## src/rtl/tbase_pkg.sv

```systemverilog
package tbase_pkg;
  localparam int TB_CNT_W = 24;
  localparam int TB_DIV_W = 8;
  localparam int TB_PH_W  = TB_DIV_W + 1;

  // Terminal phase of counter A: ratio 2*(f+1) on system clock, f+1 on external edges
  function automatic logic [TB_PH_W-1:0] a_terminal(input logic ext, input logic [TB_DIV_W-1:0] f);
    if (ext) a_terminal = {1'b0, f};
    else     a_terminal = {f, 1'b1};
  endfunction

  // Terminal phase of counter B: ratio f+1 on either source
  function automatic logic [TB_PH_W-1:0] b_terminal(input logic [TB_DIV_W-1:0] f);
    b_terminal = {1'b0, f};
  endfunction
endpackage

```

## src/rtl/tbase_sync_edge.sv

```systemverilog
module tbase_sync_edge (
  input  logic clk,
  input  logic rst_n,
  input  logic async_in,
  output logic rise
);
  logic [2:0] sh;

  always_ff @(posedge clk or negedge rst_n) begin
    if (!rst_n) sh <= '0;
    else        sh <= {sh[1:0], async_in};
  end

  assign rise = sh[1] & ~sh[2];
endmodule

```

## src/rtl/tbase_prescaler.sv

```systemverilog
module tbase_prescaler #(
  parameter int PH_W = 9
) (
  input  logic            clk,
  input  logic            rst_n,
  input  logic            clr,
  input  logic            en,
  input  logic [PH_W-1:0] terminal,
  output logic            tick
);
  logic [PH_W-1:0] phase;

  assign tick = en && (phase >= terminal);

  always_ff @(posedge clk or negedge rst_n) begin
    if (!rst_n)    phase <= '0;
    else if (clr)  phase <= '0;
    else if (tick) phase <= '0;
    else if (en)   phase <= phase + 1'b1;
  end
endmodule

```

## src/rtl/tbase_counter.sv

```systemverilog
module tbase_counter #(
  parameter int W = 24
) (
  input  logic         clk,
  input  logic         rst_n,
  input  logic         load,
  input  logic [W-1:0] load_val,
  input  logic         inc,
  output logic [W-1:0] q
);
  always_ff @(posedge clk or negedge rst_n) begin
    if (!rst_n)    q <= '0;
    else if (load) q <= load_val;
    else if (inc)  q <= q + 1'b1;
  end
endmodule

```

## src/rtl/dual_timebase.sv

```systemverilog
module dual_timebase
  import tbase_pkg::*;
#(
  parameter int CNT_W = TB_CNT_W,
  parameter int DIV_W = TB_DIV_W,
  parameter int SYS_B_DIV_LOG2 = 3
) (
  input  logic             clk,
  input  logic             rst_n,
  input  logic             a_src_ext,
  input  logic [DIV_W-1:0] a_div,
  input  logic             b_src_ext,
  input  logic [DIV_W-1:0] b_div,
  input  logic             b_accum,
  input  logic             b_gate,
  input  logic             ext_clk_a,
  input  logic             ext_clk_b,
  input  logic             eng_wr_a,
  input  logic             eng_wr_b,
  input  logic [CNT_W-1:0] eng_wdata,
  output logic [CNT_W-1:0] cnt_a,
  output logic [CNT_W-1:0] cnt_b,
  input  logic             host_sel,
  input  logic             host_wr,
  input  logic [CNT_W-1:0] host_wdata,
  output logic [CNT_W-1:0] host_rdata
);
  localparam int PH_W = DIV_W + 1;

  logic [1:0] ext_in;
  logic [1:0] ext_rise;
  assign ext_in = {ext_clk_b, ext_clk_a};

  genvar gi;
  generate
    for (gi = 0; gi < 2; gi++) begin : g_sync
      tbase_sync_edge u_sync (
        .clk      (clk),
        .rst_n    (rst_n),
        .async_in (ext_in[gi]),
        .rise     (ext_rise[gi])
      );
    end
  endgenerate

  // Fixed system-clock divider feeding counter B, restarted by a load of B
  logic [SYS_B_DIV_LOG2-1:0] sysdiv_q;
  logic                      sysdiv_pulse;
  always_ff @(posedge clk or negedge rst_n) begin
    if (!rst_n)        sysdiv_q <= '0;
    else if (eng_wr_b) sysdiv_q <= '0;
    else               sysdiv_q <= sysdiv_q + 1'b1;
  end
  assign sysdiv_pulse = &sysdiv_q;

  // Named internal events
  logic            en_a, en_b, tick_a, tick_b, inc_a, inc_b;
  logic [PH_W-1:0] term_a, term_b;

  assign en_a   = a_src_ext ? ext_rise[0] : 1'b1;
  assign en_b   = b_src_ext ? ext_rise[1] : sysdiv_pulse;
  assign term_a = a_terminal(a_src_ext, a_div);
  assign term_b = b_terminal(b_div);

  tbase_prescaler #(.PH_W(PH_W)) u_pre_a (
    .clk(clk), .rst_n(rst_n), .clr(eng_wr_a), .en(en_a), .terminal(term_a), .tick(tick_a)
  );
  tbase_prescaler #(.PH_W(PH_W)) u_pre_b (
    .clk(clk), .rst_n(rst_n), .clr(eng_wr_b), .en(en_b), .terminal(term_b), .tick(tick_b)
  );

  assign inc_a = tick_a;
  assign inc_b = tick_b && (!b_accum || b_gate);

  tbase_counter #(.W(CNT_W)) u_cnt_a (
    .clk(clk), .rst_n(rst_n), .load(eng_wr_a), .load_val(eng_wdata), .inc(inc_a), .q(cnt_a)
  );
  tbase_counter #(.W(CNT_W)) u_cnt_b (
    .clk(clk), .rst_n(rst_n), .load(eng_wr_b), .load_val(eng_wdata), .inc(inc_b), .q(cnt_b)
  );

  // Host side is read-only; its write strobe and data reach no state
  logic host_unused;
  assign host_unused = host_wr ^ (^host_wdata);

  assign host_rdata = host_sel ? cnt_b : cnt_a;
endmodule

```

## config.mk

```make
export PLATFORM = sky130hd
export DESIGN_NAME = dual_timebase
export DESIGN_NICKNAME = d
export VERILOG_FILES = /design/src/rtl/tbase_pkg.sv /design/src/rtl/tbase_sync_edge.sv /design/src/rtl/tbase_prescaler.sv /design/src/rtl/tbase_counter.sv /design/src/rtl/dual_timebase.sv
export SDC_FILE = /design/constraint.sdc
export NUM_CORES = 1
export LEC_CHECK = 0
export ABC_AREA = 1
export BUFFER_PORTS_ARGS = -buffer_cell sky130_fd_sc_hd__buf_2
export CAP_MARGIN = 25
export CORE_MARGIN = 4
export CORE_UTILIZATION = 40
export CTS_CLUSTER_DIAMETER = 80
export DETAILED_ROUTE_END_ITERATION = 6
export GPL_TIMING_DRIVEN = 1
export HOLD_SLACK_MARGIN = 0.12
export PLACE_DENSITY_LB_ADDON = 0.2
export SLEW_MARGIN = 20
export SYNTH_ARGS = -nofsm -noshare
export SYNTH_HDL_FRONTEND = slang
export SYNTH_SLANG_ARGS = --single-unit
```

## constraint.sdc

```tcl
create_clock -name clk -period 4.4 [get_ports clk]
set_input_delay 0.66 -clock clk [delete_from_list [all_inputs] [get_ports clk]]
set_output_delay 0.66 -clock clk [all_outputs]
set_load 0.02 [all_outputs]
```

# Yosys cells after proc, flatten, opt, wreduce, memory -nomap -nowiden
# Index checks and enable logic that the tools add are counted.
[classes] n_addsub=5 magnitude_cmp=2 muxes=15 n_bitwise=4 reduce_logical=10
[op_table] operator="two-way mux 24 bit" n=5
[op_table] operator="two-way mux 9 bit" n=7
[op_table] operator="adder 24 x 1 -> 24 bit (second input constant)" n=2
[op_table] operator="adder 9 x 1 -> 9 bit (second input constant)" n=2
[op_table] operator="greater-or-equal comparator 9 x 8 -> 1 bit" n=1
[op_table] operator="greater-or-equal comparator 9 bit" n=1
[op_table] operator="nonzero test 3 bit" n=2
[op_table] operator="nonzero test 2 bit" n=2
[op_table] operator="adder 3 x 1 -> 3 bit (second input constant)" n=1
[op_table] operator="logical AND 1 bit" n=3
[op_table] operator="two-way mux 3 bit" n=1
[op_table] operator="AND reduction 3 bit" n=1
[op_table] operator="AND 1 bit" n=2
[op_table] operator="two-way mux 1 bit" n=2
[op_table] operator="NOT 1 bit" n=2
[op_table] operator="zero test 1 bit" n=1
[op_table] operator="logical OR 1 bit" n=1
[word_totals] regBits=75 input_bits=76 out_inout_bits=72 elab_cells=43

# Depth between registers and ports, before layout
# Gate-level depths: netlist (run 1).
[depth] ltp_word=7 ltp_mapped=16 mapped_depth_nobuf=14

# Cells and area by module
# A second synthesis (run 1) with hierarchy kept.
[hier_totals] hier_cells=827 area_unflattened_um2=5698.0
[modules_own_cells] mod="tbase_counter at u_cnt_a" n_inst=1 cells_per_inst=225 area_each_um2=1641.6 seq_area_each_um2=600.6
[modules_own_cells] mod="tbase_prescaler" n_inst=2 cells_per_inst=121 area_each_um2=815.8 seq_area_each_um2=225.2
[modules_own_cells] mod="tbase_counter at u_cnt_b" n_inst=1 cells_per_inst=229 area_each_um2=1627.8 seq_area_each_um2=600.6
[modules_own_cells] mod="dual_timebase" n_inst=1 cells_per_inst=121 area_each_um2=626.9 seq_area_each_um2=75.1
[modules_own_cells] mod="tbase_sync_edge" n_inst=2 cells_per_inst=5 area_each_um2=85.1 seq_area_each_um2=75.1

# Least setup slack after synthesis (run 1)
# Ideal clock, no wire load.
[synth_timing] path_kind="in2reg" start="input port a_src_ext" end="register u_cnt_a.q[16]" setup_time_ns=0.117 arrival_ns=2.203 t_required_ns=4.283 setup_slack_ns=2.081 path_stages=13 n_path_buf=2 cell_sequence="buf_2 inv_1 or2_2 ha_1 o21ai_0 nand3_1 nand2_1 nand2_1 nand2_2 inv_2 buf_6 nand2_1 nand2_1"
[synth_via] elab_chain_len=4 elab_cells_between_ends=5 classes_between="order compare (1); mux (2); reduce/logical (2)"
[synth_rtl] item="start: declaration" line_no="dual_timebase.sv:10" rtl="input logic a_src_ext,"
[synth_rtl] item="two-way mux 9 bit" line_no="tbase_pkg.sv:8" rtl="if (ext) a_terminal = {1'b0, f};"
[synth_rtl] item="greater-or-equal comparator 9 bit" line_no="tbase_prescaler.sv:13" rtl="assign tick = en && (phase >= terminal);"
[synth_rtl] item="logical AND 1 bit *" line_no="tbase_prescaler.sv:13"
[synth_rtl] item="nonzero test 2 bit (no line) *"
[synth_rtl] item="end signal: assignment" line_no="tbase_counter.sv:13" rtl="else if (load) q <= load_val;"
[synth_rtl] item="end signal: assignment" line_no="tbase_counter.sv:14" rtl="else if (inc) q <= q + 1'b1;"
[synth_rtl] item="end: declaration" line_no="tbase_counter.sv:9" rtl="output logic [W-1:0] q"
# Mark *: on every way between the ends. The rest lies on a longest branch, timed or not.
# A chain may end at the register's enable or synchronous reset.

# Final worst setup path (run 1)
[layout_timing] start="input port eng_wr_a" end="register u_cnt_a.q[18]"
[layout_via] elab_chain_len=1 elab_cells_between_ends=2 classes_between="mux (1); reduce/logical (1)"
[layout_rtl] item="start: declaration" line_no="dual_timebase.sv:18" rtl="input logic eng_wr_a,"
[layout_rtl] item="two-way mux 24 bit or nonzero test 2 bit (tied branches)"
# Several ways; a longest one is shown, not always the timed one.

==> results of run 1 <==
==> where the power goes <==
group	leakage, nW	total (W)	internal (W)	switching (W)
registers	0.957	0.000963	0.000782	0.000180
logic	2.34	0.000762	0.000257	0.000505
clock network	0.142	0.000764	0.000443	0.000321
total	3.44	0.00249	0.00148	0.00101
==> layout make-up <==
type                            instances  area, sq um
Clock buffer                            9        225.2
Clock inverter                          7        76.32
Fill cell                            1485         7202
Inverter                               76        287.8
Multi-Input combinational cell        677         3306
Sequential cell                        75         1877
Tap cell                              180        225.2
Timing Repair Buffer                  124        628.1
==> cells by family after synthesis <==
kind of cell               after synthesis  share of synthesized area [%]
xor gates and xnor gates                23                          3.581
and+or+nand+nor                        535                          39.97
muxes                                   13                          2.380
DFF                                     75                          33.36
buffers and inverters                  101                          7.874
adders and majority gates               23                          5.116
AOI/OAI and AO/OA                       83                          7.718
==> state kept, by name (all words and copies together), names as in the netlist <==
name / cells
u_cnt_a.q: 24
u_cnt_b.q: 24
u_pre_a.phase: 9
u_pre_b.phase: 9
g_sync.u_sync.sh: 6
sysdiv_q: 3
==> worst max-delay path: stages <==
cell,delay [ps]
sky130_fd_sc_hd__buf_2,230
sky130_fd_sc_hd__inv_1,750
sky130_fd_sc_hd__nand3_2,380
sky130_fd_sc_hd__nand2_2,400
sky130_fd_sc_hd__buf_4,340
sky130_fd_sc_hd__nor2_1,70
sky130_fd_sc_hd__nand2_1,70
sky130_fd_sc_hd__nand2_1,60
==> stage by stage <==
stage / hold WS (ps) / power [W] / util, % / setup slack, ps
floorplan: 331.2 / 0.001432 / - / 2081
global placement: 332.4 / 0.001728 / 45.73 / 1322
detailed placement: 337.2 / 0.001737 / 45.73 / 1286
CTS: 351.2 / 0.002507 / 47.91 / 1649
global route: 365.1 / 0.002634 / 47.91 / 1490
finish: 348.7 / 0.002488 / 47.91 / 1663
==> placed cells by master (no fill, tap or decap), types with 6 or more instances in the layout <==
| cell type | n |
|---|---|
| sky130_fd_sc_hd__nand2_1 | 337 |
| sky130_fd_sc_hd__buf_2 | 121 |
| sky130_fd_sc_hd__nor2_1 | 93 |
| sky130_fd_sc_hd__dfrtp_1 | 75 |
| sky130_fd_sc_hd__inv_1 | 69 |
| sky130_fd_sc_hd__o21ai_0 | 51 |
| sky130_fd_sc_hd__nand3_1 | 46 |
| sky130_fd_sc_hd__ha_1 | 23 |
| sky130_fd_sc_hd__xor2_1 | 18 |
| sky130_fd_sc_hd__a21oi_1 | 15 |
| sky130_fd_sc_hd__nor2_2 | 14 |
| sky130_fd_sc_hd__mux2i_1 | 10 |
| sky130_fd_sc_hd__nand2_2 | 9 |
| sky130_fd_sc_hd__nand4_1 | 9 |
| sky130_fd_sc_hd__clkbuf_16 | 9 |
| sky130_fd_sc_hd__nor3_1 | 8 |
| sky130_fd_sc_hd__o21ai_1 | 7 |
| sky130_fd_sc_hd__inv_2 | 6 |
==> routing by layer <==
layer | vias to the layer above | track usage, %
li1 | 2936 | -
met1 | 2535 | 29.39
met2 | 152 | 34.28
met3 | 29 | 3.116
met4 | 0 | 8.770
met5 | - | 0
==> path summary, 6_finish.rpt <==
check / endpoint / slack [ps] / cells after the start
max: u_cnt_a.q[18]$_DFFE_PN0P_ / 1660 / 8
min: g_sync[0].u_sync.sh[1]$_DFF_PN0_ / 350 / 0
max reg2reg: u_cnt_b.q[17]$_DFFE_PN0P_ / 2260 / 10
min reg2reg: g_sync[0].u_sync.sh[1]$_DFF_PN0_ / 350 / 0
max in group asynchronous: g_sync[0].u_sync.sh[2]$_DFF_PN0_ / 3220 / 2
min in group asynchronous: u_cnt_b.q[17]$_DFFE_PN0P_ / 360 / 1
==> flow_summary.ini, run 1 <==
[power_and_ir_drop]
pwrdens_mw_per_mm2 = 375.6
power.ir.vdd_worst_mv = 0.1897
p_leak_nw = 3.438

[floorplanning]
num_rows = 43
fp.dieArea_sq_mm = 0.01603
floorplan.core_area_sq_mm = 0.01383
die_height_microns = 126.6
floorplan.initialDensity_pct = 40.68
floorplan.io_pins = 148
dieWidth_microns = 126.6

[sta]
timing.final.crit_period_ps = 2737
max_freq_mhz = 365.4
grt_setup_unrepaired = false
slew_of_the_pin_with_the_lowest_slew_margin_ps = 963.1
finalCritPeriodShare_pct = 62.20
slew_headroom_pct = 35.72
slew_violations = 0
final.setup_skew_ps = 6.074
tns_setup_ps = 0
setup_viol = 0
finalHoldViolations = 0

[clock_tree]
cts_buffer_depth = 2
cts_tree = built
clock-root-buffer = sky130_fd_sc_hd__clkbuf_16
cts-buffers-inserted = 9
number_of_buffers_inserted_by_hold_repair_at_cts = 0
cts.repair_timing.setup_buffer_count = 0
clock_latency_ps = 350
htree_levels = 3
clk_pin_slew_worst_paths_ps = 60
cts_repair_resize_count = 0
cts_num_sinks = 75

[drt]
detail_route.iter0.violations = 355
routed-wl-met3_microns = 837
vias = 5652
met2_wirelength_microns = 7974
avgRoutedWirePerCell_microns = 14.92
final_antenna_net_count = 0
drcViolationCount = 0
via_per_inst = 4.923
detail_route.wirelength.met1_microns = 7845
drt_pass1_iterations = 5
wirelength_microns = 17130
top_layer = met4

[place]
post-dp-hpwl_microns = 13230
place.gp.congestion = 0.9041
placement.io_buffers = 122
post_dp_cell_area_sq_mm = 0.006324
post-place-cells = 1132

[critical_path]
critPathCaptureType = register
critical_path_class = in -> reg
worstPathArrival_ps = 2970
crit_fanout = 29
crit_start = eng_wr_a
cp.required_ps = 4630
timing.critical_path.from_type = input port
r2r-start = sysdiv_q[0]$_DFF_PN0_

[logic_synthesis]
syn-instance-count = 853
yosys.area.top_type = sky130_fd_sc_hd__dfrtp_1
synth.distinct_cells = 40
synth_area_leaders = sky130_fd_sc_hd__dfrtp_1 33%, sky130_fd_sc_hd__nand2_1 22%, sky130_fd_sc_hd__nor2_1 6.2%, sky130_fd_sc_hd__ha_1 5.1%, sky130_fd_sc_hd__inv_1 4.6%
ys.warnings.count = 0
syn_area_per_cell_sq_um = 6.595
netlist.area_leader.share_pct = 33.36
post_syn_area_sq_mm = 0.005625
yosys-top-cells-count = 337 x sky130_fd_sc_hd__nand2_1, 93 x sky130_fd_sc_hd__nor2_1, 75 x sky130_fd_sc_hd__dfrtp_1
yosys.cell_count.top_type = sky130_fd_sc_hd__nand2_1
edff_count_synth = 0
ys_async_sr_fraction_pct = 100.0
main_synth_ff_type = sky130_fd_sc_hd__dfrtp_1
synth-seq-area-share_pct = 33.36
mappedNetlistNets = 952
synth.ff_latch_count = 75

[worst_hold_path]
hold_path.class = reg -> reg
hold_path.startpoint = g_sync[0].u_sync.sh[0]$_DFF_PN0_

[grt]
grt_start_max_net_pins = 52
grt_util_overall_pct = 21.50
grt_antenna_before_repair = 0
grt_first_pass_wirelength_microns = 27280
grt_overflow = 0
first_global_vias = 5163

[final_layout]
final-instance-count-excl-fill = 1148
layout.nets = 1062
area.growth.synth_to_final_pct = 17.77
final_design_area_no_fill_sq_mm = 0.006625
diodes = 0
post_route_cells_drive_above_1_share_pct = 19.01

[job]
number_of_max_capacitance_violations_reported = 0

[run_status]
run_status = complete, no violations
No activity file was read; power rests on OpenSTA's default activity.
==> run 2, diff against run 1 <==
==> constraint.sdc (replaced) <==
create_clock -name clk -period 2.8 [get_ports clk]
set_input_delay 0.42 -clock clk [delete_from_list [all_inputs] [get_ports clk]]
set_output_delay 0.42 -clock clk [all_outputs]
set_load 0.02 [all_outputs]
==> flow_summary.ini, run 2 (same netlist as run 1, synthesis figures left out) <==
[run_status]
run_status = complete, no violations

[grt]
grt_first_pass_wirelength_microns = 27930
grt_start_max_net_pins = 48
grt_antenna_before_repair = 0
first_global_vias = 5326
grt_overflow = 0
grt_util_overall_pct = 21.85

[power_and_ir_drop]
switchingPower_w = 0.001549
power.ir.vdd_worst_mv = 0.2136
pwrdens_mw_per_mm2 = 593.5
power_frac_clock_pct = 31.4
power.share.sequential_pct = 38.2
int_power_w = 0.002416
p_leak_nw = 3.476
p_sw_share_pct = 39.07
share_comb_of_total_power_pct = 30.4

[drt]
drt_pass1_iterations = 5
detail_route.wirelength.met1_microns = 7798
drcViolationCount = 0
wirelength_microns = 17080
via_per_inst = 4.927
met2_wirelength_microns = 7797
top_layer = met4
routed-wl-met3_microns = 922
detail_route.iter0.violations = 442
vias = 5676
final_antenna_net_count = 0
avgRoutedWirePerCell_microns = 14.83

[clock_tree]
clock-root-buffer = sky130_fd_sc_hd__clkbuf_16
cts.repair_timing.setup_buffer_count = 0
clk_pin_slew_worst_paths_ps = 60
number_of_buffers_inserted_by_hold_repair_at_cts = 0
cts_num_sinks = 75
cts_repair_resize_count = 0
cts-buffers-inserted = 9
cts_tree = built
clock_latency_ps = 340
htree_levels = 3
cts_buffer_depth = 2

[critical_path]
maximum_single_stage_delay_on_the_critical_path_ps = 550
critical_path.cell_chain = inv_1, o21ai_0, buf_2
worstPathArrival_ps = 1610
crit_start = u_cnt_a.q[0]$_DFFE_PN0P_
worstReg2RegEnd = u_cnt_b.q[2]$_DFFE_PN0P_
worst_r2r_path_depth = 11
worst-path-stages = 3
slowest_stage = sky130_fd_sc_hd__dfrtp_1
cp.required_ps = 2380
largest_delay_share_family_worst_path = flip-flops
critPathCapture = host_rdata[0]
critPathCaptureType = primary output
r2r_slack_ps = 790
timing.critical_path.from_type = register
r2r-start = u_pre_b.phase[4]$_DFFE_PN0P_
crit_buf_inv = 2
crit_fanout = 9
critical_path_class = reg -> out

[worst_hold_path]
hold_path.class = in -> async

[final_layout]
diodes = 0
layout.nets = 1067
final_common_cell = sky130_fd_sc_hd__nand2_1
final_design_area_no_fill_sq_mm = 0.006681
area.growth.synth_to_final_pct = 18.77
most-common-layout-cells = 337 x sky130_fd_sc_hd__nand2_1, 121 x sky130_fd_sc_hd__buf_2, 93 x sky130_fd_sc_hd__nor2_1
biggestRegsByFlops = u_cnt_a.q x24, u_cnt_b.q x24
post_route_cells_drive_above_1_share_pct = 19.24
postLayoutCoreUtil_pct = 48.32
final.fill_count = 1470

[floorplanning]
floorplan.initialDensity_pct = 40.68
num_rows = 43
fp.dieArea_sq_mm = 0.01603
dieWidth_microns = 126.6
floorplan.core_area_sq_mm = 0.01383
die_height_microns = 126.6
floorplan.io_pins = 148

[job]
number_of_max_capacitance_violations_reported = 0

[sta]
slew_headroom_pct = 55.62
finalHoldViolations = 0
slew_violations = 0
timing.final.crit_period_ps = 2031
setup_viol = 0
final_critical_path_setup_slack_ps = 769.1
max_freq_mhz = 492.4
grt_setup_unrepaired = false
final.setup_skew_ps = 8.552
slew_of_the_pin_with_the_lowest_slew_margin_ps = 665.8
tns_setup_ps = 0
finalCritPeriodShare_pct = 72.53

[place]
post-dp-hpwl_microns = 13420
placement_stage_worst_setup_slack_ps = 443.5
place.gp.congestion = 0.9204
placement.io_buffers = 122
post_dp_cell_area_sq_mm = 0.006374
run 2: worst min-delay path by stage:
| stage | endpoint | start |
|---|---|---|
| CTS | u_cnt_b.q[22]$_DFFE_PN0P_ | rst_n |
| global route | u_cnt_b.q[14]$_DFFE_PN0P_ | rst_n |
| floorplan | g_sync[0].u_sync.sh[0]$_DFF_PN0_ | rst_n |
| global placement | g_sync[1].u_sync.sh[1]$_DFF_PN0_ | g_sync[1].u_sync.sh[0]$_DFF_PN0_ |
| finish | u_cnt_b.q[17]$_DFFE_PN0P_ | rst_n |
| detailed placement | g_sync[0].u_sync.sh[1]$_DFF_PN0_ | g_sync[0].u_sync.sh[0]$_DFF_PN0_ |
run 2: layout make-up:
type | instances | area (sq um) | area share [%]
inverter | 76 | 287.8 | 4.307
sequential | 75 | 1877 | 28.09
tap | 180 | 225.2 | 3.371
clock buffer | 10 | 229.0 | 3.427
multi-input combinational | 677 | 3306 | 49.48
clock inverter | 5 | 78.83 | 1.180
timing repair buffer | 129 | 678.2 | 10.15
run 2: metal layers:
layer  GRT usage [%]  vias to the layer above
met1           29.91                     2548
met5               0                        -
met3           3.453                       31
met4           10.09                        0
met2           34.00                      160
li1                -                     2937
run 2: metrics by stage:
stage	hold WS, ps	power (W)	cells
3_3_place_gp	332.8	0.002728	1137
3_5_place_dp	337.3	0.002741	1137
2_1_floorplan	124.4	0.002251	853
6_report	107.0	0.003965	1152
5_1_grt	157.0	0.004218	1152
4_1_cts	129.7	0.004000	1152
run 2: power groups by stage:
stage	registers, W	clock network, W	logic [W]
6_report	0.00151	0.00125	0.00120
3_3_place_gp	0.00152	0	0.00120
5_1_grt	0.00155	0.00132	0.00135
2_1_floorplan	0.00160	0	0.000648
4_1_cts	0.00151	0.00127	0.00122
3_5_place_dp	0.00153	0	0.00121
==> run 3, diff against run 2 <==
==> constraint.sdc (replaced) <==
create_clock -name clk -period 1.7 [get_ports clk]
set_input_delay 0.255 -clock clk [delete_from_list [all_inputs] [get_ports clk]]
set_output_delay 0.255 -clock clk [all_outputs]
set_load 0.02 [all_outputs]
==> flow_summary.ini, run 3 (same netlist as run 1, synthesis figures left out) <==
[drt]
final_antenna_net_count = 0
wirelength_microns = 18960
via_per_inst = 5.057
drcViolationCount = 0
vias = 6165
detail_route.iter0.violations = 482
avgRoutedWirePerCell_microns = 15.55
drt_pass1_iterations = 5

[critical_path]
critPathCaptureType = register
worstPathArrival_ps = 2040
crit_start = u_pre_b.phase[4]$_DFFE_PN0P_
worst_r2r_path_depth = 11
r2r_slack_ps = -100
timing.critical_path.from_type = register
worstReg2RegEnd = u_cnt_b.q[3]$_DFFE_PN0P_
critical_path_class = reg -> reg
r2r-start = u_pre_b.phase[4]$_DFFE_PN0P_
crit_fanout = 8
cp.required_ps = 1940

[run_status]
run_status = finished, violations left
violations_in_the_final_reports = negative setup slack

[final_layout]
final_design_area_no_fill_sq_mm = 0.007819
area.growth.synth_to_final_pct = 38.99
final-instance-count-excl-fill = 1219
final_common_cell = sky130_fd_sc_hd__nand2_1
post_route_cells_drive_above_1_share_pct = 33.59
biggestRegsByFlops = u_cnt_a.q x24, u_cnt_b.q x24
layout.nets = 1134
most-common-layout-cells = 290 x sky130_fd_sc_hd__nand2_1, 121 x sky130_fd_sc_hd__buf_2, 78 x sky130_fd_sc_hd__nor2_1
diodes = 0

[place]
post_dp_cell_area_sq_mm = 0.006780
placement.io_buffers = 122
placement_stage_worst_setup_slack_ps = -292.5
post-dp-hpwl_microns = 13880
place.gp.congestion = 0.9591
post-place-cells = 1184

[worst_hold_path]
hold_path.class = in -> reg
worstHoldPathCells = 3
hold_path.startpoint = eng_wdata[0]
min_to = u_cnt_a.q[0]$_DFFE_PN0P_

[sta]
slew_of_the_pin_with_the_lowest_slew_margin_ps = 470.7
final.setup_skew_ps = 11.61
finalHoldViolations = 0
slew_headroom_pct = 68.62
timing.final.crit_period_ps = 1803
grt_setup_unrepaired = true
max_freq_mhz = 554.8
slew_violations = 0
final_critical_path_setup_slack_ps = -102.6
finalCritPeriodShare_pct = 106.0
setup_viol = 46

[grt]
grt_start_max_net_pins = 39
grt_util_overall_pct = 22.22
grt_first_pass_wirelength_microns = 28370
grt_overflow = 0
first_global_vias = 5570
grt_antenna_before_repair = 0

[clock_tree]
clock-root-buffer = sky130_fd_sc_hd__clkbuf_16
cts_buffer_depth = 2
cts-buffers-inserted = 9
htree_levels = 3
cts_num_sinks = 75
clock_latency_ps = 350
cts_tree = built
clk_pin_slew_worst_paths_ps = 70

[power_and_ir_drop]
pwrdens_mw_per_mm2 = 888.0
int_power_w = 0.004134
power_frac_clock_pct = 28.0
power.ir.vdd_worst_mv = 0.5029
p_leak_nw = 3.924
share_comb_of_total_power_pct = 36.8
power.share.sequential_pct = 35.2
switchingPower_w = 0.002809
p_sw_share_pct = 40.46

[floorplanning]
floorplan.core_area_sq_mm = 0.01383
fp.dieArea_sq_mm = 0.01603
floorplan.initialDensity_pct = 40.68
die_height_microns = 126.6
num_rows = 43
floorplan.io_pins = 148
dieWidth_microns = 126.6

[job]
number_of_max_capacitance_violations_reported = 0
-- run 3: what timing repair did --
| item | 4_1_cts | 5_1_grt |
|---|---|---|
| cloned | 0 | 9 |
| setup buffers | 0 | 8 |
| gates resized for setup | 9 | 137 |
| pin swaps | 0 | 39 |
| hold endpoints to repair | 30 | 0 |
| setup endpoints to repair | 55 | 68 |
| hold buffers | 3 | 0 |
-- run 3: final cells by class --
class	instances	area, sq um
clock buffers	9	225.2
clock inverters	6	65.06
fillers	1358	6008
inverters	76	307.8
multi-input cells	678	3771
flip-flops and latches	75	1883
well taps	180	225.2
repair buffers	194	1325
repair inverters	1	16.27
-- run 3: worst max path at each step --
stage	end	slack [ps]	cells after the start
6_report	u_cnt_b.q[3]$_DFFE_PN0P_	-100	11
5_1_grt	u_cnt_a.q[21]$_DFFE_PN0P_	-190	12
4_1_cts	u_cnt_b.q[3]$_DFFE_PN0P_	-50	11
3_5_place_dp	u_cnt_a.q[10]$_DFFE_PN0P_	-290	14
3_3_place_gp	u_cnt_a.q[10]$_DFFE_PN0P_	-250	14
2_1_floorplan	u_cnt_a.q[16]$_DFFE_PN0P_	2	13
-- run 3: layer usage --
metal / up-vias / track usage, % / wire length (microns)
met4: 0 / 8.454 / 478
met1: 2866 / 30.46 / 8168
met3: 34 / 2.779 / 1142
met2: 192 / 35.96 / 9171
met5: - / 0 / 0
li1: 3073 / - / -
-- run 3: worst max-delay path, stage by stage, from the launching register on --
cell and delay, ps:
sky130_fd_sc_hd__dfrtp_1 410, sky130_fd_sc_hd__ha_4 280, sky130_fd_sc_hd__nand2_1 80, sky130_fd_sc_hd__nor2_4 90
sky130_fd_sc_hd__nand2_1 60, sky130_fd_sc_hd__nand3_1 60, sky130_fd_sc_hd__nand2_1 60, sky130_fd_sc_hd__nand2_2 120
sky130_fd_sc_hd__nand3_4 180, sky130_fd_sc_hd__clkbuf_16 230, sky130_fd_sc_hd__nand2_2 60, sky130_fd_sc_hd__o21ai_2 50
-- run 3: stage by stage --
stage	power, W	TNS [ps]	hold WS [ps]	utilization [%]
4_1_cts	0.006693	-1061	215.1	51.74
3_3_place_gp	0.004681	-6810	232.3	49.04
5_1_grt	0.007338	-8318	239.8	56.55
6_report	0.006943	-2742	225.5	56.55
3_5_place_dp	0.004708	-8949	234.8	49.04
2_1_floorplan	0.003717	0	-40.59	-
-- run 3: power groups by stage --
stage	logic (W)	clock network, W	registers, W
finish	0.00256	0.00195	0.00244
global route	0.00278	0.00207	0.00248
CTS	0.00230	0.00199	0.00240
detailed placement	0.00228	0	0.00243
global placement	0.00225	0	0.00243
floorplan	0.00108	0	0.00264
